### config.mk
export PLATFORM = sky130hd
export DESIGN_NAME = lpcnt_top
export DESIGN_NICKNAME = d
export VERILOG_FILES = /design/src/rtl/lpcnt_pkg.sv /design/src/rtl/lpcnt_edge_det.sv /design/src/rtl/lpcnt_front.sv /design/src/rtl/lpcnt_defer_ld.sv /design/src/rtl/lpcnt_core.sv /design/src/rtl/lpcnt_regs.sv /design/src/rtl/lpcnt_top.sv
export SDC_FILE = /design/constraint.sdc
export NUM_CORES = 1
export LEC_CHECK = 0
export BUFFER_PORTS_ARGS = -buffer_cell sky130_fd_sc_hd__clkbuf_2
export CORE_MARGIN = 3
export CORE_UTILIZATION = 40
export CTS_BUF_LIST = sky130_fd_sc_hd__clkbuf_2 sky130_fd_sc_hd__clkbuf_4 sky130_fd_sc_hd__clkbuf_8
export CTS_CLUSTER_SIZE = 8
export DETAILED_ROUTE_END_ITERATION = 8
export GPL_ROUTABILITY_DRIVEN = 0
export GPL_TIMING_DRIVEN = 0
export PLACE_DENSITY = 0.62
export RECOVER_POWER = 25
export SYNTH_ARGS = -nofsm -noshare
export SYNTH_HDL_FRONTEND = slang
export SYNTH_SLANG_ARGS = --single-unit
### constraint.sdc
create_clock -name clk -period 3.2 [get_ports clk]
set_input_delay 0.32 -clock clk [delete_from_list [all_inputs] [get_ports clk]]
set_output_delay 0.32 -clock clk [all_outputs]
set_load 0.02 [all_outputs]
### src/rtl/lpcnt_pkg.sv
// Shared types and register offsets for the low-power event counter.
package lpcnt_pkg;

    // Active-edge selection; 2'b11 is not a legal setting.
    typedef enum logic [1:0] {
        EDGE_RISE = 2'b00,
        EDGE_FALL = 2'b01,
        EDGE_BOTH = 2'b10,
        EDGE_BAD  = 2'b11
    } edge_sel_e;

    // Config register layout, bit 0 upward: quad, edge_sel[2:1], presc[5:3].
    typedef struct packed {
        logic [2:0] presc;
        edge_sel_e  edge_sel;
        logic       quad;
    } cfg_t;

    localparam int CFG_W = $bits(cfg_t);

    localparam logic [2:0] A_CFG    = 3'd0;
    localparam logic [2:0] A_CTRL   = 3'd1;
    localparam logic [2:0] A_RELOAD = 3'd2;
    localparam logic [2:0] A_CMP    = 3'd3;
    localparam logic [2:0] A_STAT   = 3'd4;
    localparam logic [2:0] A_CLR    = 3'd5;
    localparam logic [2:0] A_CNT    = 3'd6;

endpackage

### src/rtl/lpcnt_edge_det.sv
// Edge detector for one counting input.
// Registers the previous level and flags rising and falling edges.
// Reports whether the edge matches the selected polarity.
// Assumes the input is already synchronous to clk.
module lpcnt_edge_det
    import lpcnt_pkg::*;
(
    input  logic      clk,
    input  logic      rst_n,
    input  logic      sig,
    input  edge_sel_e sel,
    output logic      rise,
    output logic      fall,
    output logic      act
);
    logic prev_q;

    // Hold last cycle's level of the input.
    always_ff @(posedge clk) begin
        if (!rst_n) prev_q <= 1'b0;
        else        prev_q <= sig;
    end

    assign rise = sig & ~prev_q;
    assign fall = ~sig & prev_q;

    // Pick the edges that the polarity setting counts.
    always_comb begin
        case (sel)
            EDGE_RISE: act = rise;
            EDGE_FALL: act = fall;
            EDGE_BOTH: act = rise | fall;
            default:   act = 1'b0;
        endcase
    end
endmodule

### src/rtl/lpcnt_front.sv
// Counting front end.
// Turns the two inputs into a one-cycle step strobe and a direction.
// Simple mode counts selected edges of input A upward.
// Quadrature mode decodes the direction from the level of the other input.
// Assumes synchronous inputs.
module lpcnt_front
    import lpcnt_pkg::*;
(
    input  logic      clk,
    input  logic      rst_n,
    input  logic      in_a,
    input  logic      in_b,
    input  logic      quad,
    input  edge_sel_e sel,
    output logic      step,
    output logic      up
);
    localparam int N_IN = 2;

    logic [N_IN-1:0] sig, rise, fall, act;
    assign sig = {in_b, in_a};

    for (genvar g = 0; g < N_IN; g++) begin : g_det
        lpcnt_edge_det u_det (
            .clk  (clk),
            .rst_n(rst_n),
            .sig  (sig[g]),
            .sel  (sel),
            .rise (rise[g]),
            .fall (fall[g]),
            .act  (act[g])
        );
    end

    logic any_a, any_b;
    assign any_a = rise[0] | fall[0];
    assign any_b = rise[1] | fall[1];

    // Decode step and direction for the current mode.
    always_comb begin
        step = 1'b0;
        up   = 1'b1;
        if (!quad) begin
            step = act[0];
        end else if (act[0] && !any_b) begin
            step = 1'b1;
            up   = rise[0] ? ~sig[1] : sig[1];
        end else if (act[1] && !any_a) begin
            step = 1'b1;
            up   = rise[1] ? sig[0] : ~sig[0];
        end
    end

    // both inputs changing together never produces a step in quadrature mode
    assert_no_dual_step_R12: assert property (@(posedge clk) disable iff (!rst_n)
        (quad && any_a && any_b) |-> !step);

    // simple mode only counts upward and only on input A activity
    assert_simple_up_only_R7: assert property (@(posedge clk) disable iff (!rst_n)
        (!quad && step) |-> (up && any_a));
endmodule

### src/rtl/lpcnt_defer_ld.sv
// Deferred load channel for one register (reload or compare).
// An accepted write is parked, then copied into the visible value DELAY cycles later.
// A one-cycle done pulse marks the copy.
// A newer write restarts the wait, and cancel drops a pending load.
// Assumes DELAY >= 1.
module lpcnt_defer_ld #(
    parameter int             W         = 16,
    parameter int             DELAY     = 3,
    parameter logic [W-1:0]   RESET_VAL = '0
) (
    input  logic         clk,
    input  logic         rst_n,
    input  logic         wr,
    input  logic         cancel,
    input  logic [W-1:0] wdata,
    output logic [W-1:0] value,
    output logic         done
);
    localparam int TW = $clog2(DELAY + 1);

    logic [TW-1:0] tmr_q;
    logic [W-1:0]  pend_q;

    assign done = (tmr_q == TW'(1)) && !wr && !cancel;

    // Park writes, count down, then publish the parked value.
    always_ff @(posedge clk) begin
        if (!rst_n) begin
            tmr_q  <= '0;
            pend_q <= '0;
            value  <= RESET_VAL;
        end else if (wr) begin
            pend_q <= wdata;
            tmr_q  <= TW'(DELAY);
        end else if (cancel) begin
            tmr_q  <= '0;
        end else if (tmr_q == TW'(1)) begin
            value  <= pend_q;
            tmr_q  <= '0;
        end else if (tmr_q != '0) begin
            tmr_q  <= tmr_q - TW'(1);
        end
    end

    // the visible value moves only at the end of a pending load
    assert_value_only_on_load_R3: assert property (@(posedge clk) disable iff (!rst_n)
        (tmr_q != TW'(1)) |=> $stable(value));

    // a load that reaches the end of its wait publishes the parked data
    assert_load_publishes_R3: assert property (@(posedge clk) disable iff (!rst_n)
        done |=> (value == $past(pend_q)));
endmodule

### src/rtl/lpcnt_core.sv
// Counter core.
// Steps up or down while running and wraps at 0 and at the reload value.
// Clears on request and flags when a step lands on the compare value.
// Assumes step and up come from the front end in the same cycle.
module lpcnt_core #(
    parameter int W = 16
) (
    input  logic         clk,
    input  logic         rst_n,
    input  logic         run,
    input  logic         clr,
    input  logic         step,
    input  logic         up,
    input  logic [W-1:0] reload,
    input  logic [W-1:0] cmp,
    output logic [W-1:0] cnt,
    output logic         match
);
    logic         adv;
    logic [W-1:0] nxt;

    assign adv = run & step;

    // Next count with wrap at both ends.
    always_comb begin
        if (up) nxt = (cnt >= reload) ? '0 : cnt + W'(1);
        else    nxt = (cnt == '0) ? reload : cnt - W'(1);
    end

    assign match = adv && (nxt == cmp);

    // Count register.
    always_ff @(posedge clk) begin
        if (!rst_n)   cnt <= '0;
        else if (clr) cnt <= '0;
        else if (adv) cnt <= nxt;
    end

    // no movement unless running
    assert_hold_when_stopped_R5: assert property (@(posedge clk) disable iff (!rst_n)
        (!run && !clr) |=> $stable(cnt));

    // upward wrap at the ceiling
    assert_wrap_up_R9: assert property (@(posedge clk) disable iff (!rst_n)
        (adv && up && !clr && cnt == reload) |=> (cnt == '0));

    // downward wrap at zero
    assert_wrap_down_R9: assert property (@(posedge clk) disable iff (!rst_n)
        (adv && !up && !clr && cnt == '0) |=> (cnt == $past(reload)));

    // a clear empties the count
    assert_clear_R10: assert property (@(posedge clk) disable iff (!rst_n)
        clr |=> (cnt == '0));
endmodule

### src/rtl/lpcnt_regs.sv
// Register file.
// Holds config, enable/start, the deferred reload and compare channels and the sticky flags.
// Also provides the read mux.
// Config writes are locked while enabled, and load writes are accepted only while enabled.
// Assumes at most one bus write per cycle.
module lpcnt_regs
    import lpcnt_pkg::*;
#(
    parameter int W          = 16,
    parameter int LOAD_DELAY = 3
) (
    input  logic         clk,
    input  logic         rst_n,
    input  logic         we,
    input  logic [2:0]   addr,
    input  logic [W-1:0] wdata,
    input  logic [W-1:0] cnt,
    input  logic         match,
    output cfg_t         cfg,
    output logic         run,
    output logic         cnt_clr,
    output logic [W-1:0] reload,
    output logic [W-1:0] cmp,
    output logic [W-1:0] rdata
);
    localparam int N_LD  = 2;
    localparam int N_FLG = 3;

    logic             en_q, start_q;
    logic [N_FLG-1:0] flg_q;
    logic             ctrl_wr, off_wr, cfg_wr, clr_wr;
    logic [N_FLG-1:0] clr_bits;
    logic [W-1:0]     ld_val [N_LD];
    logic [N_LD-1:0]  ld_done;

    assign ctrl_wr  = we && (addr == A_CTRL);
    assign off_wr   = ctrl_wr && !wdata[0];
    assign cfg_wr   = we && (addr == A_CFG) && !en_q && (wdata[2:1] != 2'b11);
    assign clr_wr   = we && (addr == A_CLR);
    assign clr_bits = clr_wr ? wdata[N_FLG-1:0] : '0;
    assign cnt_clr  = off_wr;
    assign run      = en_q & start_q;

    // Enable and start bits; start needs enable already on.
    always_ff @(posedge clk) begin
        if (!rst_n) begin
            en_q    <= 1'b0;
            start_q <= 1'b0;
        end else if (ctrl_wr) begin
            if (!wdata[0]) begin
                en_q    <= 1'b0;
                start_q <= 1'b0;
            end else begin
                en_q    <= 1'b1;
                start_q <= start_q | (wdata[1] & en_q);
            end
        end
    end

    // Config register, writable only while disabled and with a legal edge code.
    always_ff @(posedge clk) begin
        if (!rst_n)      cfg <= '0;
        else if (cfg_wr) cfg <= cfg_t'(wdata[CFG_W-1:0]);
    end

    for (genvar g = 0; g < N_LD; g++) begin : g_ld
        localparam logic [2:0]   LD_ADDR = (g == 0) ? A_RELOAD : A_CMP;
        localparam logic [W-1:0] LD_RST  = (g == 0) ? {W{1'b1}} : {W{1'b0}};
        lpcnt_defer_ld #(
            .W        (W),
            .DELAY    (LOAD_DELAY),
            .RESET_VAL(LD_RST)
        ) u_ld (
            .clk   (clk),
            .rst_n (rst_n),
            .wr    (we && en_q && (addr == LD_ADDR)),
            .cancel(off_wr),
            .wdata (wdata),
            .value (ld_val[g]),
            .done  (ld_done[g])
        );
    end

    assign reload = ld_val[0];
    assign cmp    = ld_val[1];

    // Sticky flags: write-one-to-clear, set has priority.
    always_ff @(posedge clk) begin
        if (!rst_n) flg_q <= '0;
        else        flg_q <= (flg_q & ~clr_bits) | {match, ld_done};
    end

    // Read mux.
    always_comb begin
        case (addr)
            A_CFG:    rdata = {{(W-CFG_W){1'b0}}, cfg};
            A_CTRL:   rdata = {{(W-2){1'b0}}, start_q, en_q};
            A_RELOAD: rdata = reload;
            A_CMP:    rdata = cmp;
            A_STAT:   rdata = {{(W-N_FLG){1'b0}}, flg_q};
            A_CNT:    rdata = cnt;
            default:  rdata = '0;
        endcase
    end

    // config frozen while enabled
    assert_cfg_locked_R6: assert property (@(posedge clk) disable iff (!rst_n)
        en_q |=> $stable(cfg));

    // load registers cannot change while disabled
    assert_loads_frozen_off_R2: assert property (@(posedge clk) disable iff (!rst_n)
        !en_q |=> ($stable(reload) && $stable(cmp)));

    // reload flag stays until explicitly cleared
    assert_flag_sticky_R4: assert property (@(posedge clk) disable iff (!rst_n)
        (flg_q[0] && !clr_bits[0]) |=> flg_q[0]);

    // start can only rise after enable was already on
    assert_start_needs_en_R5: assert property (@(posedge clk) disable iff (!rst_n)
        $rose(start_q) |-> $past(en_q));

    // disable write leaves enable and start low
    assert_off_clears_R10: assert property (@(posedge clk) disable iff (!rst_n)
        off_wr |=> (!en_q && !start_q));
endmodule

### src/rtl/lpcnt_top.sv
// Low-power event counter top.
// Joins the register file, the counting front end and the counter core.
// Assumes in_a/in_b are synchronous to clk and bus writes last one cycle.
module lpcnt_top
    import lpcnt_pkg::*;
#(
    parameter int CNT_W      = 16,
    parameter int LOAD_DELAY = 3
) (
    input  logic             clk,
    input  logic             rst_n,
    input  logic             bus_we,
    input  logic [2:0]       bus_addr,
    input  logic [CNT_W-1:0] bus_wdata,
    output logic [CNT_W-1:0] bus_rdata,
    input  logic             in_a,
    input  logic             in_b
);
    cfg_t             cfg;
    logic             run, cnt_clr, step, up, match;
    logic [CNT_W-1:0] reload, cmp, cnt;

    lpcnt_regs #(.W(CNT_W), .LOAD_DELAY(LOAD_DELAY)) u_regs (
        .clk    (clk),
        .rst_n  (rst_n),
        .we     (bus_we),
        .addr   (bus_addr),
        .wdata  (bus_wdata),
        .cnt    (cnt),
        .match  (match),
        .cfg    (cfg),
        .run    (run),
        .cnt_clr(cnt_clr),
        .reload (reload),
        .cmp    (cmp),
        .rdata  (bus_rdata)
    );

    lpcnt_front u_front (
        .clk  (clk),
        .rst_n(rst_n),
        .in_a (in_a),
        .in_b (in_b),
        .quad (cfg.quad),
        .sel  (cfg.edge_sel),
        .step (step),
        .up   (up)
    );

    lpcnt_core #(.W(CNT_W)) u_core (
        .clk   (clk),
        .rst_n (rst_n),
        .run   (run),
        .clr   (cnt_clr),
        .step  (step),
        .up    (up),
        .reload(reload),
        .cmp   (cmp),
        .cnt   (cnt),
        .match (match)
    );
endmodule

==> run_results.csv, run 1 <==
group,metric,value,unit
pwr,power_frac_seq,0.469,
pwr,p_sw_frac,0.353,
layout,ff_latch_area,0.00195,mm²
worst_setup_path,path_max_fanout,6,
synth,synth_edf_count,0,
global_route,grt-ovfl-total,0,
worst_setup_path,worstSetupStartpointType,"flop",
die,io_pins,40,
synth,syn_nets,844,
synth,yosys_most_used_dff,"dfxtp_1",
timing,hold_viol,0,
die,core,0.0148,mm²
worst_setup_path,crit_family,"compound AO/OA/AOI/OAI gates",
cts,hold_buffers,0,
pwr,powerDensity,421,mW/mm²
layout,area_growth,13.5,%
layout,nNetsFinal,901,
min_path,min_path_type,"in -> reg",
cts,clk_path_buf_depth,2,
drt,wirelength,18400,µm
worst_setup_path,crit_buf_inv,4,
drt,avgRoutedWirePerCell,17.7,µm
layout,layoutNonFillerInstCount,1039,
die,start_util,0.414,
worst_setup_path,end_kind,"flop",
cts,cts_made_buffers,9,
synth,ys_top_cells_by_count,"nand2_1, dfxtp_1, a21boi_0",
die,rows,44,
die,die_h,130,µm
cts,cts-root-buf,"clkbuf_8",
drt,drt-pass1-iter-count,5,
synth,syn_inst,793,
synth,synth_area_leaders,"dfxtp_1, nand2_1, a21boi_0, ha_1, mux2i_1",
layout,diodes,0,
synth,synth_top_area_cell,"dfxtp_1",
timing,drv_slew,0,
synth,syn_area_per_cell,7.71,µm²
run_status,status,"completed",
die,dieArea,0.0168,mm²
synth,yosys_register_bits,97,
synth,yosysWarnings,0,
pwr,combPwrFrac,0.263,
worst_setup_path,cpMostUsedCell,"buf_8",
layout,multi_input_area,0.00393,mm²
drt,vias,5785,
layout,final_core_util,0.470,
worst_setup_path,arrival,3.45,ns
pwr,cellInternalPower,1.89,mW
worst_setup_path,critical-path-max-stage-delay,0.42,ns
cts,clkTransAtPathRegs,0.10,ns
global_route,grt_usage,0.220,
worst_setup_path,slowest_stage,"a2111o_1",
run,cap_viol_max_count,0,
timing,worst_pin_slew,1.31,ns
pwr,leakage,2.82,nW
synth,netlist.area_leader.share,0.318,
pwr,ir_worst_vdd,0.450,mV
synth,yosysSeqAreaShare,0.318,
worst_setup_path,crit_chain,"buf_8 -> inv_8 -> ha_4 -> nand2b_4 -> a2111o_1 -> a32oi_2 -> nand4bb_1 -> buf_6 -> buf_8 -> o22ai_4 -> xor2_2 -> a2111oi_2 -> nand4_1 -> o41ai_2",
drt,viasPerCell,5.57,
synth,syn_area,0.00611,mm²
timing,max_slew_margin,0.121,
pwr,total_power,2.92,mW
synth,synthArstFlopShare,0,
global_route,antenna_found_initial,0,
timing,fin_crit_sh,0.985,
place,port_buffers,38,
cts,cts_tree,"built",
timing,rsz0062_at_grt,"yes",
worst_setup_path,crit_type,"reg -> reg",
global_route,grt_pass1_vias,5155,
timing,post-route-min-period,3.15,ns
pwr,clock_power_share,0.269,
global_route,grt_max_degree,18,
place,placedCellCount,1015,
global_route,grt_first_pass_wirelength,28600,µm
drt,final_antenna_net_count,0,
die,fp.dieW,130,µm
worst_setup_path,cp.required,3.49,ns
synth,yosysUniqueCellTypes,65,
pwr,netSwitchingPower,1.03,mW
synth,yosysMostFrequentCell,"nand2_1",
timing,fin_ws,0.0495,ns
cts,worst_skew_pair.late_latency,0.38,ns
layout,n_fill_cell,1538,
drt,drcViolationCount,0,
timing,setup_viol,0,
cts,htree_levels,3,
layout,drive_gt1_frac,0.127,
place,hpwlAfterDp,14000,µm
drt,drt_iter0_drc,555,
timing,tns,0,ns
place,place_ws,-0.438,ns
timing,max_freq,317,MHz
timing,fin_skew,0.00961,ns
cts,clock-sinks,97,
## layer usage
metal / vias up / track usage / part of all wire
met5: - / 0 / 0
met3: 36 / 0.0408 / 0.073
met2: 196 / 0.343 / 0.45
met4: 0 / 0.0801 / 0.030
li1: 2850 / - / -
met1: 2703 / 0.304 / 0.45
## cells in the final DEF, fill, tap and decap left out, types with 3 or more instances in the layout
cell        n
nor2_1     45
ha_1       26
o211ai_1   21
nand3_1    14
buf_2       4
a21boi_0   50
buf_4      10
dfxtp_1    94
o22ai_1     7
clkbuf_2   42
dfxtp_2     3
inv_8       3
and3_1      5
nand2_1   157
nor3_1     10
inv_1      36
a22o_1      3
clkbuf_8    9
a22oi_1     6
nand4_1     9
and2_1     11
nand2b_1    9
o32ai_1     4
buf_1       3
o31ai_1     5
nor4_1      5
o21ai_0    43
nor2b_1    13
or2_2       4
mux2i_1    22
clkbuf_1   41
xor2_1     19
a21oi_1    26
xnor2_1    21
or3_1       6
o21ai_1     3
a211oi_1    6
## metrics by stage
step,hold WS [ns],instance area (µm²)
2_1_floorplan,0.431,6110
3_3_place_gp,0.450,6530
3_5_place_dp,0.457,6530
4_1_cts,0.170,6780
5_1_grt,0.174,6940
6_report,0.178,6940
## power groups by stage
stage	logic, mW	clock network, mW	registers (mW)
2_1_floorplan	0.538	0	1.37
3_3_place_gp	0.736	0	1.39
3_5_place_dp	0.741	0	1.39
4_1_cts	0.751	0.798	1.37
5_1_grt	0.874	0.844	1.38
6_report	0.768	0.786	1.37
## registers in the layout, summed over array words and instances, names as in the netlist
register	cells
u_regs.flg_q	3
u_core.cnt	16
u_regs.start_q	1
u_regs.en_q	1
u_regs.g_ld.u_ld.pend_q	32
u_regs.cfg	6
u_regs.g_ld.u_ld.value	32
u_regs.g_ld.u_ld.tmr_q	4
u_front.g_det.u_det.prev_q	2
## layout make-up
type | count | area share
clock buffers | 10 | 0.0189
clock inverters | 6 | 0.00739
inverters | 37 | 0.0211
multi-input cells | 602 | 0.565
plain buffers | 56 | 0.0357
well taps | 184 | 0.0332
repair buffers | 47 | 0.0380
flip-flops and latches | 97 | 0.280
## final timing paths
kind                            startpoint                        endpoint  slack [ns]  cells after the start
max                          u_core.cnt[0]                 u_regs.flg_q[2]        0.05                     14
min                          bus_wdata[11]  u_regs.g_ld[1].u_ld.pend_q[11]        0.18                      3
max reg2reg                  u_core.cnt[0]                 u_regs.flg_q[2]        0.05                     14
min reg2reg  u_regs.g_ld[1].u_ld.pend_q[6]    u_regs.g_ld[1].u_ld.value[6]        0.46                      2
## worst reg2reg max path, cell delays in order, from the launching register on
cell	delay (ns)
dfxtp_2	0.36
buf_8	0.12
inv_8	0.04
ha_4	0.20
nand2b_4	0.13
a2111o_1	0.42
a32oi_2	0.28
nand4bb_1	0.19
buf_6	0.19
buf_8	0.14
o22ai_4	0.17
xor2_2	0.12
a2111oi_2	0.23
nand4_1	0.17
o41ai_2	0.32
## timing repair
| action | 4_1_cts | 5_1_grt |
|---|---|---|
| gates resized for setup | 12 | 32 |
| setup endpoints to repair | 12 | 12 |
| pin swaps | 3 | 10 |
| setup buffers | 2 | 7 |
## cell families after synthesis
logic type,Yosys count,synth area share
AO/OA/AOI/OAI,194,0.214
buffers and inverters,94,0.0604
flip-flops,97,0.318
XOR/XNOR,42,0.0602
adder cells (fa/ha/maj),27,0.0553
AND/OR/NAND/NOR,315,0.249
multiplexers,24,0.0434
Note: power is estimated with default switching activity, not from simulation.
==> run 2: changes to the inputs <==
--- a/config.mk
+++ b/config.mk
@@ -5,7 +5,9 @@
 export SDC_FILE = /design/constraint.sdc
 export NUM_CORES = 1
 export LEC_CHECK = 0
+export ABC_AREA = 1
 export BUFFER_PORTS_ARGS = -buffer_cell sky130_fd_sc_hd__clkbuf_2
+export CAP_MARGIN = 20
 export CORE_MARGIN = 3
 export CORE_UTILIZATION = 40
 export CTS_BUF_LIST = sky130_fd_sc_hd__clkbuf_2 sky130_fd_sc_hd__clkbuf_4 sky130_fd_sc_hd__clkbuf_8
@@ -13,7 +15,7 @@
 export DETAILED_ROUTE_END_ITERATION = 8
 export GPL_ROUTABILITY_DRIVEN = 0
 export GPL_TIMING_DRIVEN = 0
-export PLACE_DENSITY = 0.62
+export PLACE_DENSITY = 0.6
 export RECOVER_POWER = 25
 export SYNTH_ARGS = -nofsm -noshare
 export SYNTH_HDL_FRONTEND = slang
==> constraint.sdc (replaced) <==
create_clock -name clk -period 3.4 [get_ports clk]
set_input_delay 0.34 -clock clk [delete_from_list [all_inputs] [get_ports clk]]
set_output_delay 0.34 -clock clk [all_outputs]
set_load 0.02 [all_outputs]
==> run_results.csv, run 2 <==
group,metric,value,unit
pwr,powerDensity,486,mW/mm²
synth,synth-simple-area-share,0.316,
synth,synth_compound_area_frac,0.186,
global_route,grt_first_pass_wirelength,29500,µm
layout,area_growth,10.4,%
layout,final_area,0.00653,mm²
worst_setup_path,cp.required,3.73,ns
layout,nNetsFinal,986,
layout,final_core_util,0.462,
synth,synth_edf_count,0,
layout,n_fill_cell,1527,
worst_setup_path,crit_type,"reg -> reg",
global_route,antenna_found_initial,0,
worst_setup_path,end_kind,"flop",
synth,synth_mux_area_frac,0,
synth,yosysSeqAreaShare,0.328,
synth,ys_top_cells_by_count,"nand2_1, nor2_1, dfxtp_1",
timing,hold_viol,0,
worst_setup_path,rr_worst_depth,17,
timing,setup_viol,0,
synth,yosysUniqueCellTypes,41,
timing,fin_skew,0.00750,ns
die,start_util,0.418,
drt,drcViolationCount,0,
timing,fin_crit_sh,0.812,
synth,yosys_most_used_dff,"dfxtp_1",
global_route,grt_usage,0.229,
synth,syn_inst,886,
synth,netlist.area_leader.share,0.328,
min_path,hold_depth,3,
synth,synth_top_family_by_area,"simple AND/OR/NAND/NOR gates",
synth,syn_nets,937,
layout,drive_gt1_frac,0.111,
worst_setup_path,arrival,3.09,ns
cts,cts_tree,"built",
cts,htree_levels,3,
synth,synth_xor_area_frac,0.0237,
layout,diodes,0,
cts,clkTransAtPathRegs,0.10,ns
drt,vias,5930,
layout,final_common_cell,"nand2_1",
cts,hold_buffers,0,
synth,synth_top_area_cell,"dfxtp_1",
die,io_pins,40,
die,dieArea,0.0163,mm²
timing,max_freq,362,MHz
worst_setup_path,worstSetupStartpointType,"flop",
synth,yosys_register_bits,97,
cts,postCtsSetupRepairBufs,0,
cts,clock-sinks,97,
layout,mostFrequentLayoutCells,"nand2_1, nor2_1, dfxtp_1",
drt,avgRoutedWirePerCell,16.6,µm
synth,yosysWarnings,0,
pwr,leakage,3.14,nW
run_status,status,"completed",
cts,worst_skew_pair.late_latency,0.39,ns
min_path,min_path_type,"in -> reg",
timing,post-route-min-period,2.76,ns
cts,cts-root-buf,"clkbuf_8",
pwr,total_power,3.18,mW
layout,reg_top3,"u_regs.g_ld.u_ld.pend_q (32), u_regs.g_ld.u_ld.value (32), u_core.cnt (16)",
place,place_area,0.00633,mm²
cts,cts_made_buffers,9,
timing,rsz0062_at_grt,"no",
timing,drv_slew,0,
die,die_h,128,µm
cts,clk_path_buf_depth,2,
run,cap_viol_max_count,0,
die,rows,43,
die,core,0.0141,mm²
synth,syn_area_per_cell,6.68,µm²
drt,final_antenna_net_count,0,
drt,drt_iter0_drc,479,
layout,ff_latch_area,0.00194,mm²
synth,synthAdderAreaFrac,0.0571,
layout,multi_input_area,0.00344,mm²
timing,tns,0,ns
timing,worst_pin_slew,0.652,ns
pwr,ir_worst_vdd,0.372,mV
global_route,grt-ovfl-total,0,
drt,viasPerCell,5.29,
synth,syn_area,0.00592,mm²
timing,max_slew_margin,0.563,
worst_setup_path,path_max_fanout,10,
place,port_buffers,38,
synth,synthArstFlopShare,0,
drt,wirelength,18600,µm
global_route,grt_pass1_vias,5569,
global_route,grt_max_degree,19,
drt,drt-pass1-iter-count,5,
place,hpwlAfterDp,14800,µm
synth,yosysMostFrequentCell,"nand2_1",
die,fp.dieW,128,µm
cts,cts_resized,0,
synth,synth_area_leaders,"dfxtp_1, nand2_1, o21ai_0, nor2_1, ha_1",
run 2: cell count changes after synthesis, moves of 11 or more:
cell,delta
a21boi_0,-50
a21oi_1,+25
and2_1,-12
clkbuf_1,-24
inv_1,+47
mux2i_1,-22
nand2_1,+43
nand3_1,+39
nor2_1,+71
nor2b_1,-13
o21ai_0,+45
o22ai_1,-11
xnor2_1,-18
run 2: final timing paths:
path	to	start	slack, ns
max	u_regs.flg_q[2]	u_core.cnt[10]	0.64
min	u_front.g_det[0].u_det.prev_q	in_a	0.19
max reg2reg	u_regs.flg_q[2]	u_core.cnt[10]	0.64
min reg2reg	u_regs.g_ld[1].u_ld.tmr_q[1]	u_regs.g_ld[1].u_ld.tmr_q[1]	0.47
run 2: cell type report:
cell class                      count  area share
Timing Repair Buffer               38      0.0287
Clock buffer                        9      0.0190
Inverter                           93      0.0538
Clock inverter                      7      0.0124
Tap cell                          180      0.0345
Multi-Input combinational cell    661       0.527
Sequential cell                    97       0.297
Buffer                             35      0.0276
run 2: cell families (layout without fill, tap and decap cells):
logic type,count (synthesis),in the layout
simple gates,424,424
compound gates,194,194
buf+inv,128,182
flops,97,97
fa+ha+maj,27,27
xor+xnor,16,16
run 2: stage by stage:
step	cells	setup slack, ns	hold slack, ns
3_5_place_dp	1104	0.735	0.457
3_3_place_gp	1104	0.732	0.452
5_1_grt	1120	0.435	0.202
6_report	1120	0.639	0.194
4_1_cts	1120	0.707	0.187
2_1_floorplan	886	1.36	0.433
run 2: layer usage:
| metal | vias to the layer above | track usage | routed length [µm] | part of all wire |
|---|---|---|---|---|
| li1 | 3029 | - | - | - |
| met1 | 2658 | 0.321 | 8700 | 0.47 |
| met2 | 210 | 0.364 | 8210 | 0.44 |
| met3 | 33 | 0.0296 | 1230 | 0.066 |
| met4 | 0 | 0.0811 | 477 | 0.026 |
| met5 | - | 0 | 0 | 0 |
run 2: power by group:
part | switching, mW | internal (mW)
Clock | 0.467 | 0.354
Sequential | 0.137 | 1.31
Combinational | 0.592 | 0.315
run 2: critical path, cell delays in order, from the launching register on:
cell	delay, ns
dfxtp_1	0.57
ha_1	0.31
nand2_1	0.06
inv_1	0.05
nand2_1	0.06
a21oi_1	0.06
nor2_1	0.30
buf_2	0.31
nand3_1	0.10
nand2_1	0.11
nand2_1	0.08
nand2_1	0.06
nand2_1	0.07
nor2_2	0.10
nand2_1	0.10
nor2_1	0.12
nand2_1	0.11
a21oi_2	0.12
